### src/rtl/lcd_seq_pkg.sv
package lcd_seq_pkg;

    localparam int NUM_RECORDS = 20;
    localparam int REC_W       = $clog2(NUM_RECORDS);
    localparam int MAX_PARAMS  = 15;
    localparam int CNT_W       = $clog2(MAX_PARAMS + 1);

    localparam logic [7:0] CMD_SLEEP_IN  = 8'h10;
    localparam logic [7:0] CMD_SLEEP_OUT = 8'h11;
    localparam logic [7:0] CMD_DISP_ON   = 8'h29;

    typedef enum logic [3:0] {
        S_IDLE,
        S_RST_LO,
        S_RST_HI,
        S_LOAD,
        S_SEND,
        S_DRAIN,
        S_FIN,
        S_SETTLE
    } seq_state_e;

    typedef enum logic [1:0] {
        J_INIT,
        J_DISPON,
        J_POWER
    } job_e;

    typedef struct packed {
        seq_state_e        st;
        job_e              job;
        logic [REC_W-1:0]  rec;
        logic [CNT_W-1:0]  cnt;
        logic [CNT_W-1:0]  off;
        logic [7:0]        cmd;
        logic              done;
    } seq_regs_t;

endpackage

### src/rtl/lcd_ms_timer.sv
module lcd_ms_timer #(
    parameter int CLK_KHZ = 200000,
    parameter int MS_W    = 3
) (
    input  logic            clk,
    input  logic            rst_n,
    input  logic            load_i,
    input  logic [MS_W-1:0] ms_i,
    output logic            fire_o
);
    localparam int PW = $clog2(CLK_KHZ + 1);
    localparam logic [PW-1:0] PRE_TOP = PW'(CLK_KHZ - 1);

    typedef struct packed {
        logic            run;
        logic [PW-1:0]   pre;
        logic [MS_W-1:0] ms;
        logic            fire;
    } tmr_t;

    tmr_t tmr_d, tmr_q;

    always_comb begin
        tmr_d      = tmr_q;
        tmr_d.fire = 1'b0;
        if (load_i) begin
            tmr_d.run = 1'b1;
            tmr_d.pre = PRE_TOP;
            tmr_d.ms  = ms_i;
        end else if (tmr_q.run) begin
            if (tmr_q.pre == '0) begin
                tmr_d.pre = PRE_TOP;
                if (tmr_q.ms <= MS_W'(1)) begin
                    tmr_d.run  = 1'b0;
                    tmr_d.fire = 1'b1;
                end else begin
                    tmr_d.ms = tmr_q.ms - MS_W'(1);
                end
            end else begin
                tmr_d.pre = tmr_q.pre - PW'(1);
            end
        end
    end

    always_ff @(posedge clk or negedge rst_n) begin
        if (!rst_n) tmr_q <= '0;
        else        tmr_q <= tmr_d;
    end

    assign fire_o = tmr_q.fire;

    // an expiry is never followed directly by another without a reload
    a_r5_single_fire: assert property (@(posedge clk) disable iff (!rst_n)
        fire_o && !load_i |=> !fire_o);

endmodule

### src/rtl/lcd_init_rom.sv
module lcd_init_rom
    import lcd_seq_pkg::*;
(
    input  logic [REC_W-1:0] rec_i,
    input  logic [CNT_W-1:0] pidx_i,
    output logic [CNT_W-1:0] cnt_o,
    output logic [7:0]       cmd_o,
    output logic [7:0]       par_o
);
    logic [119:0]     row;
    logic [CNT_W-1:0] sh;
    logic [119:0]     shifted;

    always_comb begin
        case (rec_i)
            5'd0:  begin cnt_o = 4'd3;  cmd_o = 8'hCF; row = 120'h008330; end
            5'd1:  begin cnt_o = 4'd4;  cmd_o = 8'hED; row = 120'h64031281; end
            5'd2:  begin cnt_o = 4'd3;  cmd_o = 8'hE8; row = 120'h850179; end
            5'd3:  begin cnt_o = 4'd5;  cmd_o = 8'hCB; row = 120'h392C003402; end
            5'd4:  begin cnt_o = 4'd1;  cmd_o = 8'hF7; row = 120'h20; end
            5'd5:  begin cnt_o = 4'd2;  cmd_o = 8'hEA; row = 120'h0000; end
            5'd6:  begin cnt_o = 4'd1;  cmd_o = 8'hC0; row = 120'h26; end
            5'd7:  begin cnt_o = 4'd1;  cmd_o = 8'hC1; row = 120'h11; end
            5'd8:  begin cnt_o = 4'd2;  cmd_o = 8'hC5; row = 120'h353E; end
            5'd9:  begin cnt_o = 4'd1;  cmd_o = 8'hC7; row = 120'hBE; end
            5'd10: begin cnt_o = 4'd1;  cmd_o = 8'h36; row = 120'h28; end
            5'd11: begin cnt_o = 4'd1;  cmd_o = 8'h37; row = 120'h00; end
            5'd12: begin cnt_o = 4'd1;  cmd_o = 8'h3A; row = 120'h55; end
            5'd13: begin cnt_o = 4'd2;  cmd_o = 8'hB1; row = 120'h001B; end
            5'd14: begin cnt_o = 4'd1;  cmd_o = 8'hF2; row = 120'h00; end
            5'd15: begin cnt_o = 4'd1;  cmd_o = 8'h26; row = 120'h01; end
            5'd16: begin cnt_o = 4'd15; cmd_o = 8'hE0;
                         row = 120'h0F312B0C0E084EF1370710030E0900; end
            5'd17: begin cnt_o = 4'd15; cmd_o = 8'hE1;
                         row = 120'h000E1403110731C148080F0C31360F; end
            5'd18: begin cnt_o = 4'd4;  cmd_o = 8'hB6; row = 120'h0A822700; end
            5'd19: begin cnt_o = 4'd0;  cmd_o = CMD_SLEEP_OUT; row = '0; end
            default: begin cnt_o = 4'd0; cmd_o = 8'h00; row = '0; end
        endcase
        // rows are right-aligned: parameter k sits (cnt-1-k) bytes from the bottom
        sh      = cnt_o - CNT_W'(1) - pidx_i;
        shifted = row >> {sh, 3'b000};
        par_o   = shifted[7:0];
    end

endmodule

### src/rtl/lcd_boot_seq.sv
module lcd_boot_seq
    import lcd_seq_pkg::*;
#(
    parameter int CLK_KHZ   = 200000,
    parameter int RST_MS    = 1,
    parameter int SETTLE_MS = 5
) (
    input  logic       clk,
    input  logic       rst_n,
    input  logic       start_i,
    input  logic       pwr_req_i,
    input  logic       pwr_level_i,
    input  logic       spi_ready_i,
    output logic       busy_o,
    output logic       done_o,
    output logic       lcd_rst_n_o,
    output logic       cs_n_o,
    output logic       spi_valid_o,
    output logic [7:0] spi_byte_o,
    output logic       spi_dc_o
);
    localparam int MAX_MS = (RST_MS > SETTLE_MS) ? RST_MS : SETTLE_MS;
    localparam int MS_W   = $clog2(MAX_MS + 1);
    localparam logic [REC_W-1:0] LAST_REC = REC_W'(NUM_RECORDS - 1);

    seq_regs_t seq_d, seq_q;

    logic            tmr_load;
    logic [MS_W-1:0] tmr_ms;
    logic            tmr_fire;
    logic [CNT_W-1:0] rom_cnt;
    logic [7:0]       rom_cmd;
    logic [7:0]       rom_par;

    lcd_ms_timer #(
        .CLK_KHZ (CLK_KHZ),
        .MS_W    (MS_W)
    ) u_timer (
        .clk    (clk),
        .rst_n  (rst_n),
        .load_i (tmr_load),
        .ms_i   (tmr_ms),
        .fire_o (tmr_fire)
    );

    lcd_init_rom u_rom (
        .rec_i  (seq_q.rec),
        .pidx_i (seq_q.off - CNT_W'(1)),
        .cnt_o  (rom_cnt),
        .cmd_o  (rom_cmd),
        .par_o  (rom_par)
    );

    always_comb begin
        seq_d      = seq_q;
        seq_d.done = 1'b0;
        tmr_load   = 1'b0;
        tmr_ms     = MS_W'(RST_MS);
        case (seq_q.st)
            S_IDLE: begin
                if (start_i) begin
                    seq_d.st  = S_RST_LO;
                    seq_d.job = J_INIT;
                    tmr_load  = 1'b1;
                end else if (pwr_req_i) begin
                    seq_d.cmd = pwr_level_i ? CMD_SLEEP_OUT : CMD_SLEEP_IN;
                    seq_d.cnt = '0;
                    seq_d.off = '0;
                    seq_d.job = J_POWER;
                    seq_d.st  = S_SEND;
                end
            end
            S_RST_LO: begin
                if (tmr_fire) begin
                    seq_d.st = S_RST_HI;
                    tmr_load = 1'b1;
                end
            end
            S_RST_HI: begin
                if (tmr_fire) begin
                    seq_d.st  = S_LOAD;
                    seq_d.rec = '0;
                end
            end
            S_LOAD: begin
                seq_d.cnt = rom_cnt;
                seq_d.cmd = rom_cmd;
                seq_d.off = '0;
                seq_d.st  = S_SEND;
            end
            S_SEND: begin
                if (spi_ready_i) begin
                    if (seq_q.off == seq_q.cnt) seq_d.st  = S_DRAIN;
                    else                        seq_d.off = seq_q.off + CNT_W'(1);
                end
            end
            S_DRAIN: begin
                if (spi_ready_i) seq_d.st = S_FIN;
            end
            S_FIN: begin
                case (seq_q.job)
                    J_INIT: begin
                        if (seq_q.rec == LAST_REC) begin
                            seq_d.st = S_SETTLE;
                            tmr_load = 1'b1;
                            tmr_ms   = MS_W'(SETTLE_MS);
                        end else begin
                            seq_d.rec = seq_q.rec + REC_W'(1);
                            seq_d.st  = S_LOAD;
                        end
                    end
                    J_DISPON: begin
                        seq_d.done = 1'b1;
                        seq_d.st   = S_IDLE;
                    end
                    default: seq_d.st = S_IDLE;
                endcase
            end
            S_SETTLE: begin
                if (tmr_fire) begin
                    seq_d.cmd = CMD_DISP_ON;
                    seq_d.cnt = '0;
                    seq_d.off = '0;
                    seq_d.job = J_DISPON;
                    seq_d.st  = S_SEND;
                end
            end
            default: seq_d.st = S_IDLE;
        endcase
    end

    always_ff @(posedge clk or negedge rst_n) begin
        if (!rst_n) seq_q <= '{st: S_IDLE, job: J_INIT, default: '0};
        else        seq_q <= seq_d;
    end

    assign busy_o      = (seq_q.st != S_IDLE);
    assign done_o      = seq_q.done;
    assign lcd_rst_n_o = (seq_q.st != S_RST_LO);
    assign cs_n_o      = !((seq_q.st == S_SEND) || (seq_q.st == S_DRAIN));
    assign spi_valid_o = (seq_q.st == S_SEND);
    assign spi_dc_o    = (seq_q.off != '0);
    assign spi_byte_o  = (seq_q.off == '0) ? seq_q.cmd : rom_par;

    // an offered byte is held until the shifter takes it
    a_r10_hold_byte: assert property (@(posedge clk) disable iff (!rst_n)
        spi_valid_o && !spi_ready_i |=> spi_valid_o && $stable(spi_byte_o) && $stable(spi_dc_o));

    // chip select is only released once the shifter reports idle
    a_r4_cs_release: assert property (@(posedge clk) disable iff (!rst_n)
        $rose(cs_n_o) |-> $past(spi_ready_i));

    // the panel reset pulse only follows a start request
    a_r2_rst_from_start: assert property (@(posedge clk) disable iff (!rst_n)
        $fell(lcd_rst_n_o) |-> $past(start_i));

    // done lasts a single cycle
    a_r6_done_pulse: assert property (@(posedge clk) disable iff (!rst_n)
        done_o |=> !done_o);

    // done is reported from idle
    a_r6_done_idle: assert property (@(posedge clk) disable iff (!rst_n)
        done_o |-> !busy_o);

endmodule

### config.mk
export PLATFORM = sky130hd
export DESIGN_NAME = lcd_boot_seq
export DESIGN_NICKNAME = d
export VERILOG_FILES = /design/src/rtl/lcd_seq_pkg.sv /design/src/rtl/lcd_ms_timer.sv /design/src/rtl/lcd_init_rom.sv /design/src/rtl/lcd_boot_seq.sv
export SDC_FILE = /design/constraint.sdc
export NUM_CORES = 1
export LEC_CHECK = 0
export BUFFER_PORTS_ARGS = -buffer_cell sky130_fd_sc_hd__buf_2
export CORE_MARGIN = 2
export CORE_UTILIZATION = 40
export CTS_CLUSTER_DIAMETER = 30
export DETAILED_ROUTE_END_ITERATION = 8
export HOLD_SLACK_MARGIN = 0.08
export SYNTH_ARGS = -nofsm -noshare
export SYNTH_HDL_FRONTEND = slang
export SYNTH_MEMORY_MAX_BITS = 65536
export SYNTH_SLANG_ARGS = --single-unit
### constraint.sdc
create_clock -name clk -period 9 [get_ports clk]
set_clock_uncertainty 0.1 [all_clocks]
set_input_delay 1.35 -clock clk [delete_from_list [all_inputs] [get_ports clk]]
set_output_delay 1.35 -clock clk [all_outputs]
set_load 0.02 [all_outputs]
Word-level counts from Yosys, hierarchy flattened:

Memories as Yosys holds them, arrays and structs flattened.
Index checks and enable logic that the tools add are counted.

* bits of input ports: 6
* word-level logic and storage cells: 110
* bits in read-only memories: 3136
* memories kept: 1
* output and inout bits: 14
* bits in latches: 0
* register bits after elaboration: 51
* memory bits (writable): 0

Memories
* (no name shown): depth 32, width 98, rd ports 1, clocked after Yosys merged registers in 0, wr ports 0, RTL line lcd_init_rom.sv:15 `case (rec_i)`

* mux-type cells: 45
* $mul: 0
* bitwise logic cells: 0
* equality and inequality tests: 24
* reductions and logical operators: 20
* div/mod/pow operators: 0
* add/sub/neg operators: 7
* shift-type cells: 1
* $lt $le $gt $ge: 1

Operators with widths (number)
* >> shifter 120 x 7 -> 8 bit: 1
* two-way mux 16 bit: 3
* two-way mux 4 bit: 9
* one-hot mux 4 bit (8 select lines): 1
* one-hot mux 8 bit (3 select lines): 1
* two-way mux 23 bit: 1
* two-way mux 22 bit: 1
* zero test 18 bit: 1
* two-way mux 18 bit: 1
* two-way mux 6 bit: 3
* subtractor 18 x 1 -> 18 bit, second input constant: 1
* equality test 4 x 3 -> 1 bit, second input constant: 4
* one-hot mux 4 bit (4 select lines): 1
* two-way mux 3 bit: 5
* two-way mux 5 bit: 3
* != test 2 bit, second input constant: 7
* one-hot mux 4 bit (3 select lines): 1
* nonzero test 4 bit: 3
* two-way mux 1 bit: 11
* != test 2 x 1 -> 1 bit, second input constant: 5
* one-hot mux 5 bit (2 select lines): 1
* equality test 4 x 2 -> 1 bit, second input constant: 2
* zero test 4 bit: 2
* two-way mux 8 bit: 1
* other kinds (23): 29

Longest topological paths before layout:

* word-level depth: 6
* mapped depth: 17

By module:

A second synthesis with hierarchy kept.

* cells, all modules: 550
* area total of the unflattened synthesis: 4526.8 um^2

By module, submodules not included
* lcd_boot_seq: times used 1, area an instance 1716.6 um^2, cells an instance 174
* lcd_init_rom: times used 1, area an instance 1522.7 um^2, cells an instance 241
* lcd_ms_timer: times used 1, area an instance 1287.5 um^2, cells an instance 135

Least setup slack after synthesis:

Ideal clock, no wire load.

* kind: register to output
* start point: register seq_q[17] (netlist bit)
* end point: output spi_byte_o[6]
* path buffers: 4
* setup slack: 3.787 ns
* stages on the path, launching flop included: 17
* data arrival time: 3.763 ns
* cell sequence: dfrtp_1 -> clkbuf_1 -> inv_1 -> ha_1 -> clkbuf_1 -> nand2_1 -> o21ai_0 -> o21ai_0 -> o21ai_0 -> inv_1 -> fa_1 -> clkbuf_1 -> buf_1 -> a31oi_1 -> o31ai_1 -> nand2_1 -> a31oi_1

* longest elaborated chain between the ends: 5

RTL lines
* start, declared: RTL line lcd_boot_seq.sv:26 `seq_regs_t seq_d, seq_q;`
* start signal, assigned: RTL line lcd_boot_seq.sv:134 `else seq_q <= seq_d;`
* memory read (32 x 98 bit) *
* subtractor 4 x 1 -> 4 bit: RTL line lcd_init_rom.sv:41 `sh = cnt_o - CNT_W'(1) - pidx_i;`
* subtractor 4 bit: RTL line lcd_init_rom.sv:41
* >> shifter 120 x 7 -> 8 bit *: RTL line lcd_init_rom.sv:42 `shifted = row >> {sh, 3'b000};`
* two-way mux 8 bit *: RTL line lcd_boot_seq.sv:143 `assign spi_byte_o = (seq_q.off == '0) ? seq_q.cmd : rom_par;`
* end, declared: RTL line lcd_boot_seq.sv:19 `output logic [7:0] spi_byte_o,`

Mark *: on every way between the ends. The rest lies on a longest branch, timed or not.

Worst setup path after layout:

* start point: register seq_q[18] (netlist bit)
* end point: output spi_byte_o[6]

The elaborated chain is that of the path after synthesis.

==> flow_summary.toml <==
[drt]
totalWireLength_um = 11600
via_per_inst = 6.01
dr_total_vias = 4004
ant_nets = 0
drc = 0
dr.first_iter.drc_count = 314
post_drt_wl_per_cell_um = 17.4
first_pass_iters = 5

[worst_setup_path]
endpoint_kind = "output pin"
worst-setup-path-type = "flop to output pin"
critical_path_arrival_ns = 4.76
start_kind = "flop"
path_max_fanout = 23
crit_required_ns = 7.55

[finish]
nets = 555
fin_area_um2 = 4480
area_delta_synth_final_pct = 6.67
n_antenna_cell = 0
drive_gt1_frac = 0.0925

[flow_run]
maxCapViolCount = 0

[worst_hold_path]
min_path_type = "flop to flop"

[power_and_ir_drop]
p_total_mw = 1.69
power_per_cell_area_nw_per_um2 = 377
ir_worst_vdd_mv = 0.243
p_leak_nw = 1.84

[placed_design]
post-dp-hpwl_um = 8200
io_buffers = 19
place_area_um2 = 4360
gp_congestion = 0.969

[sta]
hold_violations = 0
slew-limit-headroom = 0.307
setup_viol = 0
fin_crit_sh = 0.690
worst_hold_slack_ns = 0.397
rsz0062_at_grt = "false"
tightest_slew_ns = 1.03
fin_setup_tns_ns = 0
finalCriticalPeriod_ns = 6.21
report.final.slew_viol_count = 0
timing.fmax_mhz = 161

[logic_synthesis]
synth-edff-count = 0
synth_area_um2 = 4200
post-synth-top-count-cell = "nand2_1"
synth_cell_type_count = 72
synth_top_area_cell = "dfrtp_1"
synth_cells = 534
postSynthAreaPerCell_um2 = 7.87
synth_seq_area_share = 0.298
synth_fp_nets = 560
synth_flop_cell = "dfrtp_1"
ys_warn_count = 0
synth_top_area_frac = 0.298
yosys-top-cells-area = "dfrtp_1, nand2_1, ha_1"
ys_ff_latch = 50
synth_common_cells = "nand2_1, dfrtp_1, o21ai_0"
async_flop_share = 1.00

[clock_tree]
clk_latency_ns = 0.32
cts_buffers = 5
ctsHoldBuffers = 0
ctsResizeCount = 0
clock-sinks = 50
post_cts_buffers = 0
root_buffer = "clkbuf_8"
cts.path.max_buffers = 2
cts_tree = "built"
htreeDepth = 2
clk_pin_slew_ns = 0.11

[die]
io_pins = 20
fp.dieH_um = 106
start_util = 0.409
num_rows = 37
fp.dieArea_um2 = 11300
chipWidth_um = 106
core-area_um2 = 10300

[global_routing]
grt_usage = 0.211
antenna_found_initial = 0
grt_first_pass_wirelength_um = 19300
grt_pass1_vias = 3664
grt_overflow = 0
grt_max_degree = 51

[run_status]
status = "finished clean"
-- logic make-up (layout without fill, tap and decap cells) --
| group | after synthesis | in the layout | synth area share |
|---|---|---|---|
| AO/OA/AOI/OAI | 169 | 169 | 0.252 |
| buffers and inverters | 55 | 51 | 0.0503 |
| multiplexers | 9 | 9 | 0.0247 |
| adder cells (fa/ha/maj) | 20 | 20 | 0.0613 |
| flip-flops | 50 | 50 | 0.298 |
| AND/OR/NAND/NOR | 209 | 209 | 0.266 |
| XOR/XNOR | 22 | 22 | 0.0476 |
-- through the flow --
| stage | worst slack [ns] | std cells | util |
|---|---|---|---|
| floorplan | 3.79 | 534 | - |
| global placement | 3.33 | 658 | 0.425 |
| detailed placement | 3.24 | 658 | 0.425 |
| CTS | 2.87 | 666 | 0.436 |
| global route | 2.36 | 666 | 0.436 |
| finish | 2.79 | 666 | 0.436 |
-- metal layers --
layer | GRT usage | vias up | wire (um)
li1 | - | 1915 | -
met1 | 0.304 | 1923 | 5390
met2 | 0.321 | 145 | 5240
met3 | 0.0294 | 21 | 639
met4 | 0.0761 | 0 | 309
met5 | 0 | - | 0
-- state kept, by name, summed over array words and instances, names as in the netlist --
| signal | count |
|---|---|
| done_o | 1 |
| seq_q | 26 |
| u_timer.fire_o | 1 |
| u_timer.tmr_q | 22 |
-- final cells by class --
cell class              count  area [um^2]
clock inverters             3         48.8
inverters                  19         71.3
well taps                 136          170
fillers                  1065         5800
multi-input cells         429         2740
repair buffers             24          133
clock buffers               5         68.8
flip-flops and latches     50         1250
-- worst max-delay path: stages, from the launching register on --
cell	delay (ns)
dfrtp_1	0.64
inv_1	0.26
ha_1	0.43
nand2_1	0.14
o21ai_0	0.10
o21ai_0	0.09
o21ai_0	0.33
inv_1	0.11
fa_1	0.81
nor4b_1	0.49
nor2b_1	0.18
a31oi_1	0.06
o31ai_1	0.31
nand2_1	0.09
a31oi_1	0.19
buf_2	0.19
-- cell usage in the layout, fill, tap and decap left out, drive strengths merged, types with 6 or more instances in the layout --
cell type / Yosys / routed
nand4: 6 / 6
nor2b: 10 / 10
nand2b: 10 / 10
xnor2: 9 / 9
nor2: 46 / 46
o21ai: 58 / 58
a31oi: 12 / 12
a22o: 9 / 9
a21oi: 43 / 43
mux2i: 7 / 7
nand3: 18 / 18
dfrtp: 50 / 50
inv: 18 / 19
buf: 9 / 24
xor2: 13 / 13
nand2: 67 / 67
nor3b: 6 / 6
o31ai: 6 / 6
nor3: 10 / 10
ha: 19 / 19
-- where the power goes --
| group | internal (mW) | total (mW) | switching [mW] | leakage (nW) |
|---|---|---|---|---|
| Sequential | 0.283 | 0.388 | 0.105 | 0.615 |
| Clock | 0.0849 | 0.174 | 0.0891 | 0.0563 |
| Combinational | 0.399 | 1.13 | 0.729 | 1.17 |
-- path summary, 6_finish.rpt --
kind	from	end	slack [ns]	cells after the start
setup / recovery	seq_q[18]	spi_byte_o[6]	2.79	15
hold / removal	seq_q[23]	done_o	0.40	1
setup reg to reg	seq_q[18]	u_timer.tmr_q[9]	5.70	7
hold reg to reg	seq_q[23]	done_o	0.40	1
max in group asynchronous	rst_n	seq_q[17]	7.33	2
min in group asynchronous	rst_n	u_timer.tmr_q[17]	1.02	2
Note: power is estimated with default switching activity, not from simulation.
